--- src/rtl/dual_clk_div_pkg.sv ---
package dual_clk_div_pkg;

   typedef enum logic [3:0] {
      SRC_IN0     = 4'd0,
      SRC_IN1     = 4'd1,
      SRC_IN2     = 4'd2,
      SRC_IN3     = 4'd3,
      SRC_IN3_INV = 4'd4,
      SRC_DIFF3   = 4'd8
   } src_code_e;

   typedef enum logic {
      PARK_LOW  = 1'b0,
      PARK_HIGH = 1'b1
   } park_lvl_e;

   localparam int unsigned NUM_TAPS = 2;

endpackage

--- src/rtl/dclk_src_sel.sv ---
module dclk_src_sel #(
   parameter int unsigned NUM_SRC = 4,
   parameter int unsigned SEL_W   = 4
) (
   input  logic               clk,
   input  logic               rst_n,
   input  logic [NUM_SRC-1:0] src_clk,
   input  logic               src3_n,
   input  logic [SEL_W-1:0]   act_sel,
   output logic               dot_tick
);
   import dual_clk_div_pkg::*;

   localparam int unsigned CAP_W = NUM_SRC + 1;

   logic [CAP_W-1:0] cap_q;
   logic             lvl;
   logic             lvl_q;

   for (genvar i = 0; i < CAP_W; i++) begin : g_cap
      if (i < NUM_SRC) begin : g_src
         always_ff @(posedge clk or negedge rst_n) begin
            if (!rst_n) cap_q[i] <= 1'b0;
            else        cap_q[i] <= src_clk[i];
         end
      end else begin : g_cmp
         always_ff @(posedge clk or negedge rst_n) begin
            if (!rst_n) cap_q[i] <= 1'b0;
            else        cap_q[i] <= src3_n;
         end
      end
   end

   always_comb begin
      case (act_sel)
         SEL_W'(SRC_IN1):     lvl = cap_q[1];
         SEL_W'(SRC_IN2):     lvl = cap_q[2];
         SEL_W'(SRC_IN3):     lvl = cap_q[3];
         SEL_W'(SRC_IN3_INV): lvl = ~cap_q[3];
         SEL_W'(SRC_DIFF3):   lvl = cap_q[3] & ~cap_q[NUM_SRC];
         default:             lvl = cap_q[0];
      endcase
   end

   always_ff @(posedge clk or negedge rst_n) begin
      if (!rst_n) lvl_q <= 1'b0;
      else        lvl_q <= lvl;
   end

   assign dot_tick = lvl & ~lvl_q;

endmodule

--- src/rtl/dclk_counter.sv ---
module dclk_counter #(
   parameter int unsigned CNT_W    = 5,
   parameter int unsigned FIELD_W  = 3,
   parameter int unsigned CTRL_W   = 8,
   parameter int unsigned SEL_W    = 4,
   parameter logic [CTRL_W-1:0] RST_CTRL = '0,
   parameter logic [SEL_W-1:0]  RST_SEL  = '0
) (
   input  logic                   clk,
   input  logic                   rst_n,
   input  logic                   dot_tick,
   input  logic                   ctrl_we,
   input  logic [CTRL_W-1:0]      ctrl_wdata,
   input  logic                   sel_we,
   input  logic [SEL_W-1:0]       sel_wdata,
   output logic [CNT_W-1:0]       cnt,
   output logic [2*FIELD_W-1:0]   act_ctrl,
   output logic [SEL_W-1:0]       act_sel,
   output logic                   wrap
);
   localparam int unsigned FLD_TOT = 2 * FIELD_W;
   localparam logic [CNT_W-1:0] CNT_TOP = '1;

   logic [FLD_TOT-1:0] pend_ctrl;
   logic [SEL_W-1:0]   pend_sel;

   assign wrap = dot_tick && (cnt == CNT_TOP);

   always_ff @(posedge clk or negedge rst_n) begin
      if (!rst_n) cnt <= '0;
      else if (dot_tick) cnt <= cnt + 1'b1;
   end

   always_ff @(posedge clk or negedge rst_n) begin
      if (!rst_n) begin
         pend_ctrl <= RST_CTRL[FLD_TOT-1:0];
         pend_sel  <= RST_SEL;
      end else begin
         if (ctrl_we) pend_ctrl <= ctrl_wdata[FLD_TOT-1:0];
         if (sel_we)  pend_sel  <= sel_wdata;
      end
   end

   always_ff @(posedge clk or negedge rst_n) begin
      if (!rst_n) begin
         act_ctrl <= RST_CTRL[FLD_TOT-1:0];
         act_sel  <= RST_SEL;
      end else if (wrap) begin
         act_ctrl <= pend_ctrl;
         act_sel  <= pend_sel;
      end
   end

endmodule

--- src/rtl/dclk_tap.sv ---
module dclk_tap #(
   parameter int unsigned CNT_W   = 5,
   parameter int unsigned FIELD_W = 3,
   parameter logic        PARK    = 1'b0
) (
   input  logic               clk,
   input  logic               rst_n,
   input  logic               dot_tick,
   input  logic [CNT_W-1:0]   cnt,
   input  logic [FIELD_W-1:0] code,
   output logic               strobe
);
   logic [CNT_W-1:0] mask;
   logic             parked;
   logic             phase_hit;

   always_comb begin
      for (int i = 0; i < CNT_W; i++) begin
         mask[i] = (FIELD_W'(i) < code);
      end
   end

   assign parked    = (code > FIELD_W'(CNT_W));
   assign phase_hit = ((cnt & mask) == '0);

   always_ff @(posedge clk or negedge rst_n) begin
      if (!rst_n)      strobe <= 1'b0;
      else if (parked) strobe <= PARK;
      else             strobe <= dot_tick & phase_hit;
   end

endmodule

--- src/rtl/dual_clk_div.sv ---
module dual_clk_div #(
   parameter int unsigned NUM_SRC = 4,
   parameter int unsigned SEL_W   = 4,
   parameter int unsigned CNT_W   = 5,
   parameter int unsigned FIELD_W = 3,
   parameter int unsigned CTRL_W  = 8,
   parameter logic [CTRL_W-1:0] RST_CTRL = '0,
   parameter logic [SEL_W-1:0]  RST_SEL  = '0
) (
   input  logic               clk,
   input  logic               rst_n,
   input  logic [NUM_SRC-1:0] src_clk,
   input  logic               src3_n,
   input  logic               ctrl_we,
   input  logic [CTRL_W-1:0]  ctrl_wdata,
   input  logic               sel_we,
   input  logic [SEL_W-1:0]   sel_wdata,
   output logic               sclk_o,
   output logic               vclk_o
);
   import dual_clk_div_pkg::*;

   localparam int unsigned FLD_TOT = 2 * FIELD_W;
   localparam logic [NUM_TAPS-1:0] PARK_LVLS = {PARK_HIGH, PARK_LOW};

   if (NUM_SRC < 4) begin : g_bad_src
      $error("dual_clk_div: NUM_SRC must be at least 4");
   end
   if (SEL_W < 4) begin : g_bad_sel
      $error("dual_clk_div: SEL_W must be at least 4");
   end
   if (CTRL_W < FLD_TOT) begin : g_bad_ctrl
      $error("dual_clk_div: CTRL_W too narrow for two ratio fields");
   end
   if ((1 << FIELD_W) <= CNT_W) begin : g_bad_field
      $error("dual_clk_div: FIELD_W cannot encode all ratios");
   end

   logic                 dot_tick;
   logic [CNT_W-1:0]     cnt;
   logic [FLD_TOT-1:0]   act_ctrl;
   logic [SEL_W-1:0]     act_sel;
   logic                 wrap;
   logic [NUM_TAPS-1:0]  tap_out;

   dclk_src_sel #(
      .NUM_SRC (NUM_SRC),
      .SEL_W   (SEL_W)
   ) u_sel (
      .clk      (clk),
      .rst_n    (rst_n),
      .src_clk  (src_clk),
      .src3_n   (src3_n),
      .act_sel  (act_sel),
      .dot_tick (dot_tick)
   );

   dclk_counter #(
      .CNT_W    (CNT_W),
      .FIELD_W  (FIELD_W),
      .CTRL_W   (CTRL_W),
      .SEL_W    (SEL_W),
      .RST_CTRL (RST_CTRL),
      .RST_SEL  (RST_SEL)
   ) u_cnt (
      .clk        (clk),
      .rst_n      (rst_n),
      .dot_tick   (dot_tick),
      .ctrl_we    (ctrl_we),
      .ctrl_wdata (ctrl_wdata),
      .sel_we     (sel_we),
      .sel_wdata  (sel_wdata),
      .cnt        (cnt),
      .act_ctrl   (act_ctrl),
      .act_sel    (act_sel),
      .wrap       (wrap)
   );

   for (genvar t = 0; t < NUM_TAPS; t++) begin : g_tap
      dclk_tap #(
         .CNT_W   (CNT_W),
         .FIELD_W (FIELD_W),
         .PARK    (PARK_LVLS[t])
      ) u_tap (
         .clk      (clk),
         .rst_n    (rst_n),
         .dot_tick (dot_tick),
         .cnt      (cnt),
         .code     (act_ctrl[t*FIELD_W +: FIELD_W]),
         .strobe   (tap_out[t])
      );
   end

   assign sclk_o = tap_out[0];
   assign vclk_o = tap_out[1];

endmodule

--- config.mk ---
export PLATFORM = sky130hd
export DESIGN_NAME = dual_clk_div
export DESIGN_NICKNAME = d
export VERILOG_FILES = /design/src/rtl/dual_clk_div_pkg.sv /design/src/rtl/dclk_src_sel.sv /design/src/rtl/dclk_counter.sv /design/src/rtl/dclk_tap.sv /design/src/rtl/dual_clk_div.sv
export SDC_FILE = /design/constraint.sdc
export NUM_CORES = 1
export LEC_CHECK = 0
export BUFFER_PORTS_ARGS = -buffer_cell sky130_fd_sc_hd__buf_4
export CAP_MARGIN = 30
export CORE_ASPECT_RATIO = 0.8
export CORE_MARGIN = 5
export CORE_UTILIZATION = 49
export CTS_CLUSTER_DIAMETER = 30
export DETAILED_ROUTE_END_ITERATION = 12
export HOLD_SLACK_MARGIN = 0.06
export PLACE_DENSITY = 0.72
export SLEW_MARGIN = 20
export SYNTH_ARGS = -nofsm -noshare
export SYNTH_HDL_FRONTEND = slang
export SYNTH_SLANG_ARGS = --single-unit
--- constraint.sdc ---
create_clock -name clk -period 1.98 [get_ports clk]
set_input_delay 0 -clock clk [delete_from_list [all_inputs] [get_ports clk]]
set_output_delay 0 -clock clk [all_outputs]
set_load 0.03 [all_outputs]
* After elaboration in Yosys (flattened, before gate mapping)
Cells that the tools add are included.
** Cells by class
- Add/subtract/negate cells :: 1
- $mul :: 0
- Div/mod/pow operators :: 0
- $lt $le $gt $ge :: 12
- Eq/ne operators :: 6
- Shift-type cells :: 0
- Muxes and demuxes :: 3
- Bitwise logic cells :: 9
- Reductions and logical operators :: 3
** Operator list (count)
- 1-bit by 3-bit < comparator with 1-bit output (first input constant) :: 4
- 2-bit by 3-bit < comparator with 1-bit output (first input constant) :: 4
- 5-bit bitwise AND :: 2
- 5-bit zero test :: 2
- 4-bit by 2-bit equality test with 1-bit output (second input constant) :: 2
- 3-bit > comparator (second input constant) :: 2
- 3-bit < comparator (first input constant) :: 2
- 5-bit by 1-bit adder with 5-bit output (second input constant) :: 1
- 5-bit equality test (second input constant) :: 1
- 1-bit case mux with 5 select lines :: 1
- 1-bit bitwise AND :: 4
- 4-bit by 1-bit equality test with 1-bit output (second input constant) :: 1
- 4-bit by 3-bit equality test with 1-bit output (second input constant) :: 1
- 4-bit equality test (second input constant) :: 1
- 1-bit NOT :: 3
- 1-bit two-way mux :: 2
- 1-bit logical AND :: 1
** Word-level totals
- Register bits :: 33
- Bits in latches :: 0
- Bits in writable memories :: 0
- ROM bits :: 0
- Input port bits :: 21
- Output and inout bits :: 2
- Word-level logic and storage cells :: 47
- Memories :: 0

* Longest topological paths before layout
Gate-level depths: netlist of run 1.
- Depth in word-level cells :: 6
- Mapped depth :: 7
- Gate-level depth less buffers :: 6

* By module
A second synthesis of run 1 with hierarchy kept.
** Unflattened totals
- Cells, all modules :: 97
- Area total of the unflattened synthesis :: 1407.6 um^2
** By module, submodules not included
- dclk_counter :: times used 1, cells an instance 59, area each 999.7 um^2, seq. area each 625.6 um^2
- dclk_src_sel :: times used 1, cells an instance 22, area each 255.2 um^2, seq. area each 150.1 um^2
- dclk_tap at g_tap[1].u_tap :: times used 1, cells an instance 9, area each 81.3 um^2, seq. area each 25.0 um^2
- dclk_tap at g_tap[0].u_tap :: times used 1, cells an instance 7, area each 71.3 um^2, seq. area each 25.0 um^2

* Least setup slack after synthesis of run 1
Ideal clock, no wire load.
- Kind :: reg-to-reg
- Start :: register u_cnt.act_sel[2]
- End :: register u_cnt.act_ctrl[0]
- Library setup time :: 0.125 ns
- Data arrival time :: 1.797 ns
- Required time :: 1.855 ns
- Slack :: 0.058 ns
- Stages on the path, launching flop included :: 7
- Path buffers :: 1
- Period minus slack after synthesis :: 1.922 ns
- Cell sequence :: dfrtp_1 > nor4b_1 > a2111oi_2 > nor3b_1 > nor2b_1 > buf_6 > mux2_4
** On the way
- Longest elaborated chain between the ends :: 4
- Elaborated cells on any way between the ends :: 8
- Classes of those cells :: eq/ne (5); mux (1); bitwise (1); reduce/logical (1)
** RTL lines
- start: declaration :: RTL line dclk_counter.sv:18 : output logic [SEL_W-1:0] act_sel,
- start signal: assignment :: RTL line dclk_counter.sv:50 : act_sel <= pend_sel;
- 4-bit equality test, or another cell as far along :: RTL line dclk_src_sel.sv:35 : case (act_sel)
- 1-bit case mux with 5 select lines * :: RTL line dclk_src_sel.sv:35
- 1-bit bitwise AND * :: RTL line dclk_src_sel.sv:50 : assign dot_tick = lvl & ~lvl_q;
- 1-bit logical AND * :: RTL line dclk_counter.sv:27 : assign wrap = dot_tick && (cnt == CNT_TOP);
- end signal: assignment :: RTL line dclk_counter.sv:46 : act_ctrl <= RST_CTRL[FLD_TOT-1:0];
- end signal: assignment :: RTL line dclk_counter.sv:49 : act_ctrl <= pend_ctrl;
- end: declaration :: RTL line dclk_counter.sv:17 : output logic [2*FIELD_W-1:0] act_ctrl,
Mark *: on every way between the ends. The rest lies on a longest branch, timed or not.
A chain may end at the register's enable or synchronous reset.

* Final worst setup path of run 1
- Start :: register u_cnt.act_sel[3]
- End :: register u_cnt.act_sel[0]
** On the way
- Longest elaborated chain between the ends :: 4
- Elaborated cells on any way between the ends :: 8
- Classes of those cells :: eq/ne (5); mux (1); bitwise (1); reduce/logical (1)
** RTL lines (RTL line)
- 4-bit equality test, or another cell as far along :: dclk_src_sel.sv:35
- 1-bit case mux with 5 select lines * :: dclk_src_sel.sv:35
- 1-bit bitwise AND * :: dclk_src_sel.sv:50
- 1-bit logical AND * :: dclk_counter.sv:27
Marks and branches as above.

==> out/metrics.cfg, run 1 <==
[status]
outcome=complete, no violations

[worst_setup_path]
critPathTopFamily=simple AND/OR/NAND/NOR gates
crit_top_cell=buf_4
r2r_cells=7
worstPathCellList=nor4b_4, buf_4, a2111oi_4, nor3b_2, nor2b_4, buf_4, mux2_4
worstSetupEndpointType=flop
crit_fanout=5
critical-path-max-stage-delay_ps=440
cp_slowest_cell=dfrtp_1
critPathArrivalTime_ps=2150
crit_required_ps=2150
cp_num_buf_inv=2
rr_endpoint=u_cnt.act_sel[0]$_DFFE_PN0P_
path_class=reg2reg
r2r_setup_slack_ps=6
cp-start-kind=flop
reg2reg_from=u_cnt.act_sel[3]$_DFFE_PN0P_

[layout]
diodes=0
final_cell_mix=buf_4, dfrtp_1, dlygate4sd3_1, mux2_2, mux2_4
multi_input_area_um2=654
drive_gt1_frac=0.465
n_fill_cell=156
post-route-util=0.789
final_common_cell=buf_4
fin_area_um2=2200
regArea_um2=828
area_delta_synth_final_pct=53.7
nets=192

[floorplan]
rows=17
die_w_um=70.4
die_area_um2=4110
initial_core_util=0.514
die-height_um=58.3
io_pins=23
core_area_um2=2790

[logic_synthesis]
synthCells=102
synth_cell_types=32
synth_fp_nets=125
synth_ff_type=dfrtp_1
yosys_warnings=0
async_reset_ff_frac=1.00
yosysSeqAreaShare=0.577
synth-edff-count=0
synth-seq-cells=33
synth.avg_cell_area_um2=14.0
synth_area_um2=1430

[timing]
maxSlewViolCount=0
fin_crit_ps=1970
slew_headroom=0.700
rsz0062_at_grt=true
setup_viol=0
fin_crit_sh=0.997
fmax_mhz=506
tns_ps=0
worst_slew_pin_slew_ps=447
hold_viol_final=0
fin_skew_ps=7.51

[placed_design]
hpwl_mm=1.91
place_congestion=0.804
port_buffers=20
dpl_cell_area_um2=1710

[clock_network]
clockBufferDepth=2
cts_buffers=5
cts_htree_levels=2
cts_tree=built
cts_sinks=33
clk_pin_slew_worst_paths_ps=70
clk_latency_ps=290
cts-root-buf=clkbuf_8

[global_routing]
grt_pass1_wl_mm=5.38
grt_max_degree=34
grt_overflow=0
grt_pass1_vias=1120
antenna_found_initial=0
grt_use_total=0.173

[power_and_ir_drop]
clockPowerShare=0.275
cellLeakagePower_nw=0.999
cellInternalPower_w=0.00170
comb_power_share=0.338
p_switching_w=0.000730
total_power_w=0.00243
p_sw_frac=0.300
power.density_nw_per_um2=1110
pwr-share-seq=0.387
peakVddDrop_uv=670

[drt]
drcViolationCount=0
dr.pass1.iters=4
drtIter0Drc=55
wl_per_cell_um=16.1
viasPerCell=5.21
antenna_left=0
routed_wl_mm=3.35
vias=1084

[worst_hold_path]
min-delay-path-class=in2async

[flow_run]
drv_cap=0

-- registers in the layout, indices dropped and copies added (netlist names) --
register / cells
g_tap.u_tap.strobe: 2
u_cnt.act_ctrl: 6
u_cnt.act_sel: 4
u_cnt.cnt: 5
u_cnt.pend_ctrl: 6
u_cnt.pend_sel: 4
u_sel.cap_q: 5
u_sel.lvl_q: 1
-- metrics by stage --
step	hold slack [ps]	setup slack, ps	cells
after floorplan	-296	58.1	102
after global placement	-44.3	-1.67	171
after detailed placement	-36.2	-20.0	171
after CTS	191	-20.3	206
after global routing	221	-68.9	208
final	181	5.60	208
-- synthesized netlist by cell type, types with 2 or more instances --
cell      number  area [um2]
dfrtp_1       33         826
xnor2_1        2        17.5
a21oi_1        4        20.0
nand2_1        2        7.51
nor2_1         5        18.8
a22o_1         2        17.5
inv_1          4        15.0
nor4b_1        2        17.5
nand2b_1       2        12.5
mux2_4         8         120
ha_1           2        25.0
o21ai_0        4        20.0
nand3_1        2        10.0
mux2_2        12         135
-- worst max path at each step --
stage | startpoint | end | slack, ps | cells after the start
after CTS | u_cnt.act_sel[1]$_DFFE_PN0P_ | u_cnt.act_ctrl[3]$_DFFE_PN0P_ | -20 | 7
after detailed placement | u_cnt.act_sel[0]$_DFFE_PN0P_ | u_cnt.act_sel[1]$_DFFE_PN0P_ | -20 | 7
after global routing | u_cnt.act_sel[3]$_DFFE_PN0P_ | u_cnt.act_sel[0]$_DFFE_PN0P_ | -70 | 7
after global placement | u_cnt.act_sel[1]$_DFFE_PN0P_ | u_cnt.act_ctrl[2]$_DFFE_PN0P_ | -2 | 7
final | u_cnt.act_sel[3]$_DFFE_PN0P_ | u_cnt.act_sel[0]$_DFFE_PN0P_ | 6 | 7
after floorplan | u_cnt.act_sel[2]$_DFFE_PN0P_ | u_cnt.act_ctrl[0]$_DFFE_PN0P_ | 60 | 6
-- logic make-up (layout without fill, tap and decap cells) --
group | count (synthesis) | after routing | share of synthesized area
AO/OA/AOI/OAI | 17 | 17 | 0.0935
XOR/XNOR | 3 | 3 | 0.0236
adder cells (fa/ha/maj) | 2 | 2 | 0.0175
buffers and inverters | 6 | 74 | 0.0210
flip-flops | 33 | 33 | 0.577
multiplexers | 21 | 21 | 0.185
AND/OR/NAND/NOR | 20 | 20 | 0.0822
-- power by group through the flow --
stage                     Sequential, W  Combinational, W  Clock, W
after detailed placement       0.000934          0.000622         0
after global routing           0.000960          0.000886  0.000709
final                          0.000941          0.000821  0.000670
after floorplan                0.000953          0.000348         0
after CTS                      0.000921          0.000697  0.000672
after global placement         0.000926          0.000595         0
-- final cells by class --
class                   instances  area share
flip-flops and latches         33       0.377
inverters                       4     0.00683
well taps                      38      0.0216
clock buffers                   6      0.0375
multi-input cells              63       0.297
repair buffers                 62       0.243
clock inverters                 2      0.0171
-- repair_timing --
item / CTS / global route
buffers inserted: 1 / 1
endpoints found under the hold margin: 48 / 0
gates cloned: 0 / 1
gates resized for setup: 2 / 18
setup endpoints to repair: 11 / 16
hold buffers: 26 / 0
pin swaps: 0 / 2
-- metal layers --
layer | up-vias | GRT usage | part of all wire
li1 | 504 | - | -
met1 | 535 | 0.229 | 0.45
met2 | 34 | 0.273 | 0.49
met3 | 11 | 0.0427 | 0.038
met4 | 0 | 0.0738 | 0.023
met5 | - | 0 | 0
(Power assumes the default switching activity.)
==> inputs of run 2 (changes only) <==
--- a/config.mk
+++ b/config.mk
@@ -8,10 +8,10 @@
 export BUFFER_PORTS_ARGS = -buffer_cell sky130_fd_sc_hd__buf_4
 export CAP_MARGIN = 30
 export CORE_ASPECT_RATIO = 0.8
-export CORE_MARGIN = 5
 export CORE_UTILIZATION = 49
 export CTS_CLUSTER_DIAMETER = 30
 export DETAILED_ROUTE_END_ITERATION = 12
+export GPL_TIMING_DRIVEN = 0
 export HOLD_SLACK_MARGIN = 0.06
 export PLACE_DENSITY = 0.72
 export SLEW_MARGIN = 20
==> constraint.sdc (replaced) <==
create_clock -name clk -period 1.8 [get_ports clk]
set_input_delay 0 -clock clk [delete_from_list [all_inputs] [get_ports clk]]
set_output_delay 0 -clock clk [all_outputs]
set_load 0.03 [all_outputs]
==> out/metrics.cfg, run 2 (synthesis results as in run 1) <==
[status]
outcome=finished, violations left
violations=negative setup slack

[global_routing]
met1_usage=0.270
grt_pass1_vias=1019
antenna_found_initial=0
grt_overflow=0
grt.busiest_layer=met2
grtUsageMet3=0.0909
grt_pass1_wl_mm=4.83
grt_max_degree=34
use_met2=0.332
grt_use_total=0.215

[power_and_ir_drop]
total_power_w=0.00229
peakVddDrop_uv=709
cellLeakagePower_nw=0.891
power.density_nw_per_um2=1140

[placed_design]
place_congestion=0.726
hpwl_mm=1.70
dp_slack_ps=-203
placedCellCount=159
port_buffers=19

[worst_hold_path]
min-delay-path-class=in2async

[clock_network]
clk_latency_ps=350
cts_htree_levels=2
clk_pin_slew_worst_paths_ps=110
cts_buffers=5
cts_sinks=33
cts_tree=built
cts-root-buf=clkbuf_4
clockBufferDepth=2

[floorplan]
die_area_um2=3140
core_area_um2=2770
initial_core_util=0.518
die_w_um=62.4
rows=17
io_pins=23
die-height_um=50.3

[worst_setup_path]
worstSetupEndpointType=flop
critPathArrivalTime_ps=2200
path_class=reg2reg
cp-start-kind=flop
crit_fanout=6
crit_required_ps=2040

[drt]
drcViolationCount=0
dr.pass1.iters=4
vias=985
wl_per_cell_um=14.5
drtIter0Drc=21
viasPerCell=5.13
routed_wl_mm=2.79
antenna_left=0

[layout]
final_common_cell=dfrtp_1
diodes=0
area_delta_synth_final_pct=40.8
drive_gt1_frac=0.429
final_cell_mix=dfrtp_1, buf_4, dlygate4sd3_1, mux2_2, mux2_4
post-route-util=0.729
nets=176
largestRegisters=u_cnt.act_ctrl x6, u_cnt.pend_ctrl x6
n_fill_cell=199
final_cells=192

[timing]
fmax_mhz=512
rsz0062_at_grt=true
maxSlewViolCount=0
setup_ws_ps=-154
fin_skew_ps=3.41
fin_crit_sh=1.09
fin_crit_ps=1950
setup_viol=13
worst_slew_pin_slew_ps=423
slew_headroom=0.718
hold_viol_final=0

[flow_run]
drv_cap=0

run 2: changes by cell type in the layout (fill, tap and decap cells not counted), moves of 2 or more:
cell,before,now
buf_4,35,23
dlygate4sd3_1,26,20
clkbuf_4,0,5
nor2_1,3,5
nor2_2,2,0
mux2_2,10,12
mux2_4,10,8
clkbuf_8,6,0
run 2: routing by layer:
layer / vias up / share of wire
met3: 7 / 0.045
met5: - / 0
met4: 0 / 0.015
li1: 475 / -
met1: 485 / 0.47
met2: 18 / 0.47
run 2: cell type report:
class / instances / area, um2 / area share
Sequential cell: 33 / 830 / 0.412
Multi-Input combinational cell: 63 / 641 / 0.318
Timing Repair Buffer: 44 / 384 / 0.191
Tap cell: 38 / 47.5 / 0.0236
Clock inverter: 3 / 46.3 / 0.0230
Clock buffer: 5 / 37.5 / 0.0186
Buffer: 2 / 15.0 / 0.00745
Inverter: 4 / 15.0 / 0.00745
run 2: repair_timing:
item | CTS | global route
pin swaps | 3 | 3
hold endpoints to repair | 48 | 0
gates resized for setup | 5 | 1
cloned | 1 | 0
buffers inserted | 2 | 2
setup endpoints to repair | 13 | 13
hold buffers | 20 | 0
run 2: per-stage QoR:
stage               area, um2  hold slack, ps  setup TNS [ps]
floorplan                1490            -296            -334
global placement         1680           -41.8           -1610
detailed placement       1680           -34.6           -2000
CTS                      2000             103           -1720
global route             2020             116           -2800
finish                   2020            99.6           -1590
run 2: path summary, 6_finish.rpt:
| kind | from | end | slack, ps | depth (start not counted) |
|---|---|---|---|---|
| worst max register to register | u_cnt.act_sel[1]$_DFFE_PN0P_ | u_cnt.cnt[4]$_DFFE_PN0P_ | -150 | 5 |
| worst max-delay path | u_cnt.act_sel[1]$_DFFE_PN0P_ | u_cnt.cnt[4]$_DFFE_PN0P_ | -150 | 5 |
| max in group asynchronous | rst_n | u_cnt.act_sel[1]$_DFFE_PN0P_ | 1370 | 2 |
| worst min-delay path | rst_n | u_sel.cap_q[3]$_DFF_PN0_ | 100 | 2 |
| min in group clk | ctrl_we | u_cnt.pend_ctrl[5]$_DFFE_PN0P_ | 100 | 2 |
| worst min register to register | u_cnt.pend_sel[0]$_DFFE_PN0P_ | u_cnt.act_sel[0]$_DFFE_PN0P_ | 510 | 1 |
run 2: power by group:
group	switching, W	internal, W	leakage (nW)
Sequential	0.000169	0.000894	0.408
Clock	0.000283	0.000294	0.0414
Combinational	0.000269	0.000381	0.442
Total	0.000721	0.00157	0.891
run 2: critical path, cell delays in order, from the launching register on:
cell      delay [ps]
dfrtp_2          480
nor4b_4          360
a22oi_1          220
a21boi_4         250
nand2b_4         190
mux2_2           340
